--- src/rtl/ats_pkg.sv ---
package ats_pkg;
    localparam int ACT_W   = 5;
    localparam int INACT_W = 4;
    localparam int SETUP_W = 3;
    localparam int CNT_W   = ACT_W;
    localparam int WORD_W  = 32;

    // field positions inside the timing word
    localparam int D_INACT_LSB = 0;
    localparam int D_ACT_LSB   = 4;
    localparam int R_INACT_LSB = 9;
    localparam int R_ACT_LSB   = 13;
    localparam int D_SETUP_LSB = 22;
    localparam int R_SETUP_LSB = 25;

    typedef enum logic [1:0] {
        ST_IDLE,
        ST_SETUP,
        ST_ACTIVE,
        ST_RECOVER
    } ats_state_e;

    typedef struct packed {
        logic [ACT_W-1:0]   act;
        logic [INACT_W-1:0] inact;
        logic [SETUP_W-1:0] setup;
    } ats_phase_t;
endpackage

--- src/rtl/ats_unpack.sv ---
module ats_unpack
    import ats_pkg::*;
(
    input  logic [WORD_W-1:0] word,
    input  logic              regacc,
    output ats_phase_t        phase
);
    logic ign_unused;
    assign ign_unused = ^{word[31:28], word[21:18]};

    always_comb begin
        if (regacc) begin
            phase.act   = word[R_ACT_LSB   +: ACT_W];
            phase.inact = word[R_INACT_LSB +: INACT_W];
            phase.setup = word[R_SETUP_LSB +: SETUP_W];
        end else begin
            phase.act   = word[D_ACT_LSB   +: ACT_W];
            phase.inact = word[D_INACT_LSB +: INACT_W];
            phase.setup = word[D_SETUP_LSB +: SETUP_W];
        end
    end
endmodule

--- src/rtl/ats_phase_cnt.sv ---
module ats_phase_cnt #(
    parameter int W = 5
) (
    input  logic         clk,
    input  logic         rst_n,
    input  logic         load,
    input  logic [W-1:0] load_val,
    output logic         zero
);
    logic [W-1:0] cnt_q;

    always_ff @(posedge clk or negedge rst_n) begin
        if (!rst_n)
            cnt_q <= '0;
        else if (load)
            cnt_q <= load_val;
        else if (cnt_q != '0)
            cnt_q <= cnt_q - 1'b1;
    end

    assign zero = (cnt_q == '0);
endmodule

--- src/rtl/ats_fsm.sv ---
module ats_fsm
    import ats_pkg::*;
(
    input  logic             clk,
    input  logic             rst_n,
    input  logic             req_valid,
    input  logic             req_write,
    input  ats_phase_t       phase_in,
    input  logic             cnt_zero,
    output logic             cnt_load,
    output logic [CNT_W-1:0] cnt_val,
    output logic             req_ready,
    output logic             rd_n,
    output logic             wr_n,
    output logic             cyc_done,
    output logic             busy
);
    ats_state_e st_q, st_d;
    ats_phase_t phase_q;
    logic       write_q;
    logic       take;

    // state register and captured request
    always_ff @(posedge clk or negedge rst_n) begin
        if (!rst_n) begin
            st_q    <= ST_IDLE;
            phase_q <= '0;
            write_q <= 1'b0;
        end else begin
            st_q <= st_d;
            if (take) begin
                phase_q <= phase_in;
                write_q <= req_write;
            end
        end
    end

    // next state and counter loads
    always_comb begin
        st_d     = st_q;
        cnt_load = 1'b0;
        cnt_val  = '0;
        take     = 1'b0;
        unique case (st_q)
            ST_IDLE: begin
                if (req_valid) begin
                    take     = 1'b1;
                    cnt_load = 1'b1;
                    if (phase_in.setup != '0) begin
                        st_d    = ST_SETUP;
                        cnt_val = CNT_W'(phase_in.setup - 1'b1);
                    end else begin
                        st_d    = ST_ACTIVE;
                        cnt_val = CNT_W'(phase_in.act);
                    end
                end
            end
            ST_SETUP: begin
                if (cnt_zero) begin
                    st_d     = ST_ACTIVE;
                    cnt_load = 1'b1;
                    cnt_val  = CNT_W'(phase_q.act);
                end
            end
            ST_ACTIVE: begin
                if (cnt_zero) begin
                    st_d     = ST_RECOVER;
                    cnt_load = 1'b1;
                    cnt_val  = CNT_W'(phase_q.inact);
                end
            end
            ST_RECOVER: begin
                if (cnt_zero) begin
                    if (req_valid) begin
                        take     = 1'b1;
                        st_d     = ST_ACTIVE;
                        cnt_load = 1'b1;
                        cnt_val  = CNT_W'(phase_in.act);
                    end else begin
                        st_d = ST_IDLE;
                    end
                end
            end
        endcase
    end

    // outputs
    always_comb begin
        busy      = (st_q != ST_IDLE);
        cyc_done  = (st_q == ST_RECOVER) && cnt_zero;
        req_ready = (st_q == ST_IDLE) || cyc_done;
        rd_n      = !((st_q == ST_ACTIVE) && !write_q);
        wr_n      = !((st_q == ST_ACTIVE) && write_q);
    end
endmodule

--- src/rtl/ata_strobe_gen.sv ---
module ata_strobe_gen
    import ats_pkg::*;
(
    input  logic              clk,
    input  logic              rst_n,
    input  logic [WORD_W-1:0] cfg_word,
    input  logic              req_valid,
    input  logic              req_write,
    input  logic              req_regacc,
    output logic              req_ready,
    output logic              rd_n,
    output logic              wr_n,
    output logic              cyc_done,
    output logic              busy
);
    ats_phase_t       phase_sel;
    logic             cnt_load;
    logic [CNT_W-1:0] cnt_val;
    logic             cnt_zero;

    ats_unpack u_unpack (
        .word   (cfg_word),
        .regacc (req_regacc),
        .phase  (phase_sel)
    );

    ats_phase_cnt #(.W(CNT_W)) u_cnt (
        .clk      (clk),
        .rst_n    (rst_n),
        .load     (cnt_load),
        .load_val (cnt_val),
        .zero     (cnt_zero)
    );

    ats_fsm u_fsm (
        .clk       (clk),
        .rst_n     (rst_n),
        .req_valid (req_valid),
        .req_write (req_write),
        .phase_in  (phase_sel),
        .cnt_zero  (cnt_zero),
        .cnt_load  (cnt_load),
        .cnt_val   (cnt_val),
        .req_ready (req_ready),
        .rd_n      (rd_n),
        .wr_n      (wr_n),
        .cyc_done  (cyc_done),
        .busy      (busy)
    );
endmodule

--- config.mk ---
export PLATFORM = sky130hd
export DESIGN_NAME = ata_strobe_gen
export DESIGN_NICKNAME = d
export VERILOG_FILES = /design/src/rtl/ats_pkg.sv /design/src/rtl/ats_unpack.sv /design/src/rtl/ats_phase_cnt.sv /design/src/rtl/ats_fsm.sv /design/src/rtl/ata_strobe_gen.sv
export SDC_FILE = /design/constraint.sdc
export NUM_CORES = 1
export LEC_CHECK = 0
export CORE_AREA = 4 4 69 71
export DETAILED_ROUTE_END_ITERATION = 8
export DIE_AREA = 0 0 73 75
export SKIP_LAST_GASP = 1
export SLEW_MARGIN = 25
export SYNTH_ARGS = -nofsm -noshare
export SYNTH_HDL_FRONTEND = slang
export SYNTH_SLANG_ARGS = --single-unit
--- constraint.sdc ---
create_clock -name clk -period 2.6 [get_ports clk]
set_input_delay 0.39 -clock clk [delete_from_list [all_inputs] [get_ports clk]]
set_output_delay 0.39 -clock clk [all_outputs]
set_load 0.01 [all_outputs]
Yosys cells after proc, flatten, opt, wreduce, memory -nomap -nowiden
Cells that the tools add are included.
{"block": "word_totals", "reg_bits": 17, "in_bits": 37, "out_inout_bits": 5, "wordCells": 51}
{"block": "classes", "n_addsub": 2, "n_eq_ne": 7, "muxes": 22, "n_reduce_logical": 15}
{"operator": "$mux W5", "count": 7}
{"operator": "$pmux W5 S4", "count": 1}
{"operator": "$mux W12", "count": 1}
{"operator": "$mux W2", "count": 6}
{"operator": "$pmux W2 S4", "count": 1}
{"operator": "$ne A2 B1 Y1 const B", "count": 3}
{"operator": "$logic_not A5 Y1", "count": 1}
{"operator": "$reduce_bool A5 Y1", "count": 1}
{"operator": "$sub A5 B1 Y5 const B", "count": 1}
{"operator": "$eq A2 B2 Y1 const B", "count": 2}
{"operator": "$mux W4", "count": 1}
{"operator": "$reduce_and A4 Y1", "count": 1}
{"operator": "$reduce_bool A2 Y1", "count": 2}
{"operator": "$sub A3 B1 Y4 const B", "count": 1}
{"operator": "$logic_and A1 B1 Y1", "count": 3}
{"operator": "$logic_not A1 Y1", "count": 3}
{"operator": "$mux W1", "count": 3}
{"operator": "$pmux W1 S3", "count": 1}
{"operator": "$reduce_bool A3 Y1", "count": 1}
{"operator": "$eq A2 B1 Y1 const B", "count": 1}
{"operator": "$logic_not A2 Y1", "count": 1}
{"operator": "$ne A2 B2 Y1 const B", "count": 1}
{"operator": "$pmux W1 S2", "count": 1}
{"operator": "$reduce_or A2 Y1", "count": 1}
{"operator": "$logic_or A1 B1 Y1", "count": 1}

Longest topological paths before layout
Gate-level depths: netlist of the first run.
{"block": "logic_depth", "ltp_word": 6, "depth_mapped": 9, "depth_no_buf": 7}

Modules after synthesis
A second synthesis of the first run with hierarchy kept.
{"block": "unflattened", "hier_cells": 125, "area_unflattened_um2": 1363.8}
{"module": "ats_fsm", "instances": 1, "cells_per_inst": 85, "area_per_inst_um2": 900.9, "seq_area_each_um2": 300.3}
{"module": "ats_phase_cnt", "instances": 1, "cells_per_inst": 27, "area_per_inst_um2": 279.0, "seq_area_each_um2": 125.1}
{"module": "ats_unpack", "instances": 1, "cells_per_inst": 13, "area_per_inst_um2": 183.9, "seq_area_each_um2": 0.0}

Worst setup path after synthesis of the first run
No wires, ideal clock.
{"block": "synth_timing", "path_kind": "input to register", "startpoint": "in req_regacc", "endpoint": "reg u_cnt.cnt_q[0]", "arrival_time_ns": 1.985, "required_ns": 2.535, "setup_slack_ns": 0.549, "cell_stages": 9, "n_path_buf": 3, "path_cell_list": "buf_4 -> buf_4 -> mux2i_1 -> ha_1 -> buf_2 -> inv_2 -> o211a_1 -> a2111oi_0 -> a211o_1"}
{"block": "synth_via", "elab_chain_len": 6, "word_cells_on_any_way": 9}
{"element": "from (decl)", "line": "ata_strobe_gen.sv:9", "text": "input logic req_regacc,"}
{"element": "$mux W12 *", "line": "ats_unpack.sv:12", "text": "if (regacc) begin"}
{"element": "$sub A3 B1 Y4 / $reduce_bool A3 Y1 (equally long branches)", "line": "ats_fsm.sv:51, ats_fsm.sv:49"}
{"element": "$mux W5", "line": "ats_fsm.sv:49", "text": "if (phase_in.setup != '0) begin"}
{"element": "$mux W5", "line": "ats_fsm.sv:46", "text": "if (req_valid) begin"}
{"element": "$pmux W5 S4 *", "line": "ats_fsm.sv:44", "text": "unique case (st_q)"}
{"element": "$mux W5 *", "line": "ats_phase_cnt.sv:15", "text": "else if (load)"}
{"element": "to (signal assigned)", "line": "ats_phase_cnt.sv:16", "text": "cnt_q <= load_val;"}
{"element": "to (signal assigned)", "line": "ats_phase_cnt.sv:18", "text": "cnt_q <= cnt_q - 1'b1;"}
{"element": "to (decl)", "line": "ats_phase_cnt.sv:10", "text": "logic [W-1:0] cnt_q;"}
Every way passes the cells marked *; elsewhere a longest branch is shown, timed or not.
A chain may end at the register's enable or synchronous reset.

Worst setup path in the final report of the first run
{"block": "layout_timing", "startpoint": "reg u_cnt.cnt_q[0]", "endpoint": "out req_ready"}
{"block": "layout_via", "elab_chain_len": 3}
{"element": "$logic_not A5 Y1", "line": "ats_phase_cnt.sv:21", "text": "assign zero = (cnt_q == '0);"}
{"element": "$logic_and A1 B1 Y1", "line": "ats_fsm.sv:90", "text": "cyc_done = (st_q == ST_RECOVER) && cnt_zero;"}
{"element": "$logic_or A1 B1 Y1", "line": "ats_fsm.sv:91", "text": "req_ready = (st_q == ST_IDLE) || cyc_done;"}
{"element": "to (decl)", "line": "ata_strobe_gen.sv:10", "text": "output logic req_ready,"}
No other way between the ends.

==> results of run 1 <==
-- per-stage QoR --
stage	utilization, %	setup slack (ps)	instances
after floorplan	-	549	142
after global placement	42.2	154	225
after detailed placement	42.2	23.7	225
after CTS	43.3	116	229
after global routing	43.3	2.93	229
final	43.3	147	229
-- state kept, by name, summed over array words and instances (netlist names) --
name / count
u_cnt.cnt_q: 5
u_fsm.phase_q: 9
u_fsm.st_q: 2
u_fsm.write_q: 1
-- cells in the final DEF (no fill, tap or decap), types with 2 or more instances in the layout --
cell type        synthesis  final
a211o_1                  2      2
a21boi_0                 2      2
a21o_1                   2      2
a21oi_1                  7      7
a222oi_1                 2      2
a22oi_1                  4      4
and2_1                   4      4
and3b_1                  2      2
buf_4                    2      5
clkbuf_8                 0      3
clkdlybuf4s50_1          0     33
dfrtp_1                 17     17
ha_1                     8      8
inv_1                    8      8
inv_2                    2      2
mux2_1                   3      3
mux2_2                   6      6
mux2_4                   8      8
mux2i_1                  6      6
nand2_1                 10     10
nand2b_1                 2      2
nor2_1                   5      5
nor3_1                   6      6
nor3b_1                  2      2
o211ai_1                 2      2
o21a_1                   2      2
o21ai_0                  4      4
o22ai_1                  2      2
o32ai_1                  2      2
-- power by group through the flow --
stage | logic, mW | clock network [mW] | registers, mW
finish | 0.996 | 0.198 | 0.505
global placement | 0.969 | 0 | 0.496
floorplan | 0.741 | 0 | 0.477
global route | 1.10 | 0.211 | 0.524
CTS | 0.996 | 0.201 | 0.504
detailed placement | 0.985 | 0 | 0.506
-- layer usage --
layer | part of all wire (%) | global-route usage (%) | routed length (um) | vias up
li1 | - | - | - | 596
met1 | 43 | 16.1 | 1450 | 568
met2 | 53 | 24.7 | 1810 | 20
met3 | 3.2 | 2.54 | 108 | 2
met4 | 0.74 | 2.46 | 25 | 0
met5 | 0 | 0 | 0 | -
-- worst paths after layout --
path | end | cells after the start | start
setup reg to reg | u_fsm.write_q | 7 | u_cnt.cnt_q[0]
min in group asynchronous | u_cnt.cnt_q[2] | 1 | rst_n
hold reg to reg | u_fsm.phase_q[7] | 1 | u_fsm.phase_q[7]
setup / recovery | req_ready | 5 | u_cnt.cnt_q[0]
max in group asynchronous | u_fsm.phase_q[9] | 1 | rst_n
hold / removal | u_fsm.phase_q[7] | 1 | u_fsm.phase_q[7]
-- critical path: stages (launching register included) --
cell,delay [ps]
dfrtp_1,420
inv_1,80
ha_1,210
nor4b_2,380
a21o_1,190
clkdlybuf4s50_1,530
-- cells in the mapped netlist, types with 3 or more instances --
cell / number
mux2i_1: 6
a22oi_1: 4
dfrtp_1: 17
nand2_1: 10
inv_1: 8
a21oi_1: 7
mux2_1: 3
nor3_1: 6
ha_1: 8
mux2_2: 6
and2_1: 4
o21ai_0: 4
mux2_4: 8
nor2_1: 5
-- cells by family after synthesis --
| logic type | synth area share, % |
|---|---|
| buffers and inverters | 5.82 |
| XOR/XNOR | 1.25 |
| flip-flops | 30.5 |
| multiplexers | 21.1 |
| AO/OA/AOI/OAI | 20.1 |
| AND/OR/NAND/NOR | 14.1 |
| adder cells (fa/ha/maj) | 7.17 |
-- final cells by class --
cell class,instances,area share [%]
clock buffer,3,2.25
clock inverter,1,0.273
inverter,10,2.05
multi-input combinational,108,48.6
sequential,17,23.2
tap,52,3.55
timing repair buffer,38,20.1
==> metrics.md, run 1 <==
| Metric | Value |
|---|---|
| Outcome | finished, final reports clean |
| Netlist cell types | 45 |
| Final hold vios | 0 |
| Post-cts sizing count | 0 |
| Post-route cell area | approximately 1800 um2 |
| Cell Area, Placed | 1790 um2 |
| Pre-antenna DRT Iters | 4 |
| Hold/Removal Path Class | flip-flop to flip-flop |
| # IOs | between 40 and 50 |
| H-tree Lvls | 1 |
| Die Span Y | 75 um |
| Area contributors post-synth | dfrtp_1, mux2_4, ha_1, mux2_2, mux2i_1 |
| Max_slew headroom | around 48% |
| Detail Route Antenna Nets | 0 |
| FF/Latch Area | 425 um2 |
| Vias | 1,186 |
| Sequential power share | 29.7% |
| Flop2flop setup slack | 510 ps |
| Dpl hpwl | 2690 um |
| Top cell type's share of synthesized area | 30.5% |
| # rows | 24 |
| Setup bufs post-CTS | 0 |
| Fmax | around 0.41 GHz |
| Top FF cell, synth | dfrtp_1 |
| Die Wd | roughly 73 um |
| Crit path max fanout | 4 |
| Fraction of layout cells with a size suffix above 1 | 15.8% |
| Synthesis-to-layout area growth | 31.2% |
| Fillers | 389 |
| P_sw | 0.661 mW |
| GRT overflow | 0 |
| Int Power | 1.04 mW |
| Peak supply drop | between 0.0005 and 0.0006 V |
| Maximum clock insertion buffer count | 2 |
| Slew Limit Fails | 0 |
| CP Capture Type | output port |
| RSZ-0062 raised after global routing | false |
| First-pass GRT wire length | roughly 5700 um |
| Power Dens Cells | 927 nW/um2 |
| Vias in the first global route | 1,240 |
| Period utilisation layout | 94.4% |
| Flops & latches, synth | 17 |
| Pin count of the biggest net entering global routing | 18 |
| All-layer global routing usage | 13.3% |
| Yosys top cell by area | dfrtp_1 |
| Syn_nets | between 150 and 200 |
| Number of synthesized flops with an enable pin | 0 |
| Port bufs | 33 |
| Sw Share | 38.9% |
| Post-Syn Instances | 142 |
| Wire per inst | about 15 um |
| Post-Route WL | 3400 um |
| Cell area after synthesis | 1400 um2 |
| Skew-Pair Late Insertion Delay | approximately 250 ps |
| Finish-stage setup viols | 0 |
| WHS | 521 ps |
| CTS root buf | clkbuf_8 |
| Clock transition at the registers of the reported paths | 70 ps |
| Ant diodes | 0 |
| Static Leak | ~0.79 nW |
| Crit start category | flip-flop |
| Worst Path Required | 2210 ps |
| Ys async rst share | 100% |
| CTS tree | yes |
| Drt drc | 0 |
| Area of the multi-input gates | 890 um2 |
| Clock Power Share | 11.6% |
| Worst clock skew | 1.44 ps |
| Yosys warnings | 0 |
| Worst Tran Pin Value | 775 ps |
| Logic pwr share | 58.6% |
| Setup CP Type | flip-flop to output port |
| Core box area | 4230 um2 |
| Final estimated routing congestion in global placement | 0.873 |
| Final net count | roughly 220 |
| DIE AREA | 5480 um2 |
| Max-Cap Viols | 0 |
| Initial antenna violation count | 0 |
| Register area share after synthesis | 30.5% |
| Cts bufs inserted | 3 |
| Fin crit period | 2450 ps |
| Crit path DAT | 2060 ps |
| Initial cell density of the core | 33.0% |
| Clock sink count | 17 |
| Final setup TNS | 0 ps |
| Post-cts hold buffer count | 0 |
| 1st-iter DRT viols | 74 |
| Post-Syn Area per Cell | ~10 um2 |
| DR vias/cell | approximately 5.2 |
| Final Power | 1.70 mW |
No activity file was read; power rests on OpenSTA's default activity.
==> inputs of run 2 (changes only) <==
CORE_AREA = 4 4 58 60   (was 4 4 69 71)
DIE_AREA = 0 0 62 64   (was 0 0 73 75)
PLACE_DENSITY = 0.81   (was unset)
SYNTH_HIERARCHICAL = 1   (was unset)
==> run 2 against run 1 <==
Cell count is 16% lower. Core utilization is 16 points higher. Final area is 4.6% lower. Wire length is 18% lower. Count of clock-buffer cells in the layout is 1 higher. Critical path depth is 1 higher. Register-to-register slack hardly changed. Flip-flop and latch count stayed put. Largest cell class unchanged.
==> metrics.md, run 2 <==
| Metric | Value |
|---|---|
| Hold/Removal Path Class | input port to async pin |
| All-layer global routing usage | 14.8% (+1.4 points) |
| Setup CP Type | flip-flop to output port |
| Clock Power Share | 8.6% (-3.0 points) |
| CP top delay family | simple AND/OR/NAND/NOR gates |
| Post-Syn Area per Cell | 10.9 um2 (+11%) |
| First-pass GRT wire length | 4530 um (-21%) |
| Top FF cell, synth | dfrtp_1 |
| P_sw | 0.653 mW (-1.3%) |
| Final design utilization | 59.7% (+16 points) |
| Wire per inst | 14.5 um (-2.6%) |
| Synthesis-to-layout area growth | 28.1% |
| Fraction of layout cells with a size suffix above 1 | 26.9% (+11 points) |
| Most common cell after layout, fill and taps aside | clkdlybuf4s50_1 |
| 1st-iter DRT viols | 21 (-72%) |
| Crit-path max cell delay | 480 ps (-50 ps) |
| Skew-Pair Late Insertion Delay | 290 ps (+40 ps) |
| Final estimated routing congestion in global placement | 0.887 (+1.6%) |
| Cell Area, Placed | 1720 um2 (-3.6%) |
| FF/Latch Area | 425 um2 (unchanged) |
| Ys async rst share | 100% (unchanged) |
| Biggest register | u_fsm/phase_q |
| Port bufs | 33 (unchanged) |
| Dpl hpwl | 2310 um (-14%) |
| Post-Route WL | 2790 um (-18%) |
| Crit path max fanout | 3 (-1) |
| Ant diodes | 0 (unchanged) |
| Fmax | 0.413 GHz (+1.3%) |
| Clock transition at the registers of the reported paths | 100 ps (+30 ps) |
| # rows | 20 (-17%) |
| Initial antenna violation count | 0 (unchanged) |
| Largest register FFs | 9 (unchanged) |
| Detail Route Antenna Nets | 0 (unchanged) |
| Vias | 1,102 (-7.1%) |
| Cts bufs inserted | 3 (unchanged) |
| Worst Tran Pin Value | 757 ps (-18.3 ps) |
| Post-cts hold buffer count | 0 (unchanged) |
| Syn_nets | 171 (-8.6%) |
| Register area share after synthesis | 31.2% (+0.73 points) |
| Yosys top cell by area | dfrtp_1 |
| Post-cts sizing count | 0 (unchanged) |
| # IOs | 42 (unchanged) |
| Die Wd | 62 um (-15%) |
| Pin count of the biggest net entering global routing | 18 (unchanged) |
| Place WS | 109 ps (+85.3 ps) |
| Initial cell density of the core | 46.6% (+14 points) |
| Commonest cells after routing, fill and taps aside | clkdlybuf4s50_1, dfrtp_1, mux2_2 |
| CP Capture Type | output port |
| Max_slew headroom | 49.4% (+1.2 points) |
| Post-route cell area | 1750 um2 (-4.6%) |
| Setup bufs post-CTS | 0 (unchanged) |
| Maximum clock insertion buffer count | 2 (unchanged) |
| CTS tree | yes |
| Area contributors post-synth | dfrtp_1, mux2_4, mux2_2, ha_1, inv_1 |
| Sw Share | 39.2% (+0.27 points) |
| Post-route setup slack | 178 ps (+31.7 ps) |
| Worst Path Required | 2210 ps (about the same) |
| Final net count | 207 (-7.2%) |
| Outcome | finished, final reports clean |
| Final setup TNS | 0 ps (unchanged) |
| Peak supply drop | 0.000778 V (+49%) |
| Fin crit period | 2420 ps (-31.7 ps) |
| WP buf/inv | 2 (unchanged) |
| Netlist cell types | 36 (-20%) |
| GRT overflow | 0 (unchanged) |
| Slew Limit Fails | 0 (unchanged) |
| Yosys warnings | 6 (+6) |
| Power Dens Cells | 953 nW/um2 (+2.8%) |
| Finish-stage setup viols | 0 (unchanged) |
| CP Cell Sequence | inv_1, ha_1, nor4b_4, and2_2, or2_2, clkdlybuf4s50_1 |
| Sequential power share | 30.0% (+0.3 points) |
| Int Power | 1.01 mW (-2.4%) |
| Worst clock skew | 7.31 ps (+5.87 ps) |
| Flops & latches, synth | 17 (unchanged) |
| Die Span Y | 64 um (-15%) |
| Fillers | 229 (-41%) |
| Crit path DAT | 2030 ps (-30 ps) |
| DIE AREA | 3970 um2 (-28%) |
| Clock sink count | 17 (unchanged) |
| RSZ-0062 raised after global routing | false |
| Top cell type's share of synthesized area | 31.2% (+0.73 points) |
| Vias in the first global route | 1,129 (-9.0%) |
| Crit start category | flip-flop |
| Max-Cap Viols | 0 (unchanged) |
| Most instantiated cells after synthesis | dfrtp_1, mux2_2, inv_1, mux2_4, ha_1 |
| Drt drc | 0 (unchanged) |
| Static Leak | 0.763 nW (-2.9%) |
| Most common cell in the netlist | dfrtp_1 |
| Slowest CP cell | clkdlybuf4s50_1 |
| Regs by FF count | u_fsm/phase_q (9), u_cnt/cnt_q (5), u_fsm/st_q (2) |
| Pre-antenna DRT Iters | 4 (unchanged) |
| Cell area after synthesis | 1360 um2 (-2.3%) |
| Final hold vios | 0 (unchanged) |
| Post-Syn Instances | 125 (-12%) |
| WHS | 528 ps (+7.83 ps) |
| Period utilisation layout | 93.1% (-1.2 points) |
| Logic pwr share | 61.4% (+2.8 points) |
| CTS root buf | clkbuf_4 |
| Number of synthesized flops with an enable pin | 0 (unchanged) |
| Core box area | 2930 um2 (-31%) |
| Area of the multi-input gates | 845 um2 (-5.1%) |
| H-tree Lvls | 1 (unchanged) |
| DR vias/cell | 5.71 (+10%) |
run 2: cell types whose count changed after synthesis, moves of 4 or more:
cell and delta:
nor3_1 -5, a22o_1 +4, a21oi_1 -6, mux2_2 +8
and2_1 -4
run 2: final timing paths:
kind | from | end | slack (ps) | cells after the start
max reg2reg | u_cnt/cnt_q[0] | u_fsm/phase_q[9] | 520 | 8
min in group clk | u_fsm/phase_q[6] | u_fsm/phase_q[6] | 530 | 1
max | u_cnt/cnt_q[0] | req_ready | 180 | 6
max in group asynchronous | rst_n | u_cnt/cnt_q[0] | 1590 | 1
min reg2reg | u_fsm/phase_q[6] | u_fsm/phase_q[6] | 530 | 1
min | rst_n | u_fsm/st_q[0] | 530 | 1
run 2: layout make-up:
cell class,count,area share [%]
Inverter,11,2.36
Clock buffer,4,1.50
Timing Repair Buffer,38,21.1
Tap cell,33,2.36
Sequential cell,17,24.4
Multi-Input combinational cell,90,48.4
run 2: cells by family (layout without fill, tap and decap cells):
group / count (synthesis) / after routing / synth area share (%)
XOR/XNOR: 3 / 3 / 1.93
multiplexers: 28 / 28 / 25.9
buffers and inverters: 18 / 53 / 6.88
flip-flops: 17 / 17 / 31.2
AND/OR/NAND/NOR: 22 / 22 / 10.0
adder cells (fa/ha/maj): 9 / 9 / 8.26
AO/OA/AOI/OAI: 28 / 28 / 15.9
run 2: metrics by stage:
stage | power (mW) | std cells
5_1_grt | 1.77 | 193
3_5_place_dp | 1.52 | 189
3_3_place_gp | 1.47 | 189
4_1_cts | 1.67 | 193
6_report | 1.67 | 193
2_1_floorplan | 1.26 | 125
run 2: power groups by stage:
stage	sequential [mW]	combinational (mW)	clock [mW]
final	0.500	1.02	0.144
after floorplan	0.475	0.785	0
after global routing	0.511	1.11	0.156
after CTS	0.498	1.02	0.148
after global placement	0.491	0.981	0
after detailed placement	0.503	1.02	0
run 2: metal layers:
metal | GRT usage [%] | routed length, um | part of all wire, % | vias up
met3 | 3.43 | 172 | 6.2 | 7
met1 | 15.7 | 1040 | 37 | 529
li1 | - | - | - | 521
met4 | 6.10 | 66 | 2.4 | 0
met5 | 0 | 0 | 0 | -
met2 | 26.4 | 1510 | 54 | 45
run 2: worst register-to-register path: stages, from the launching register on:
cell and delay, ps:
dfrtp_1 390, inv_1 90, ha_1 220, nor4b_4 220
buf_4 240, a21oi_2 90, nor3b_2 150, buf_4 210
mux2_2 360
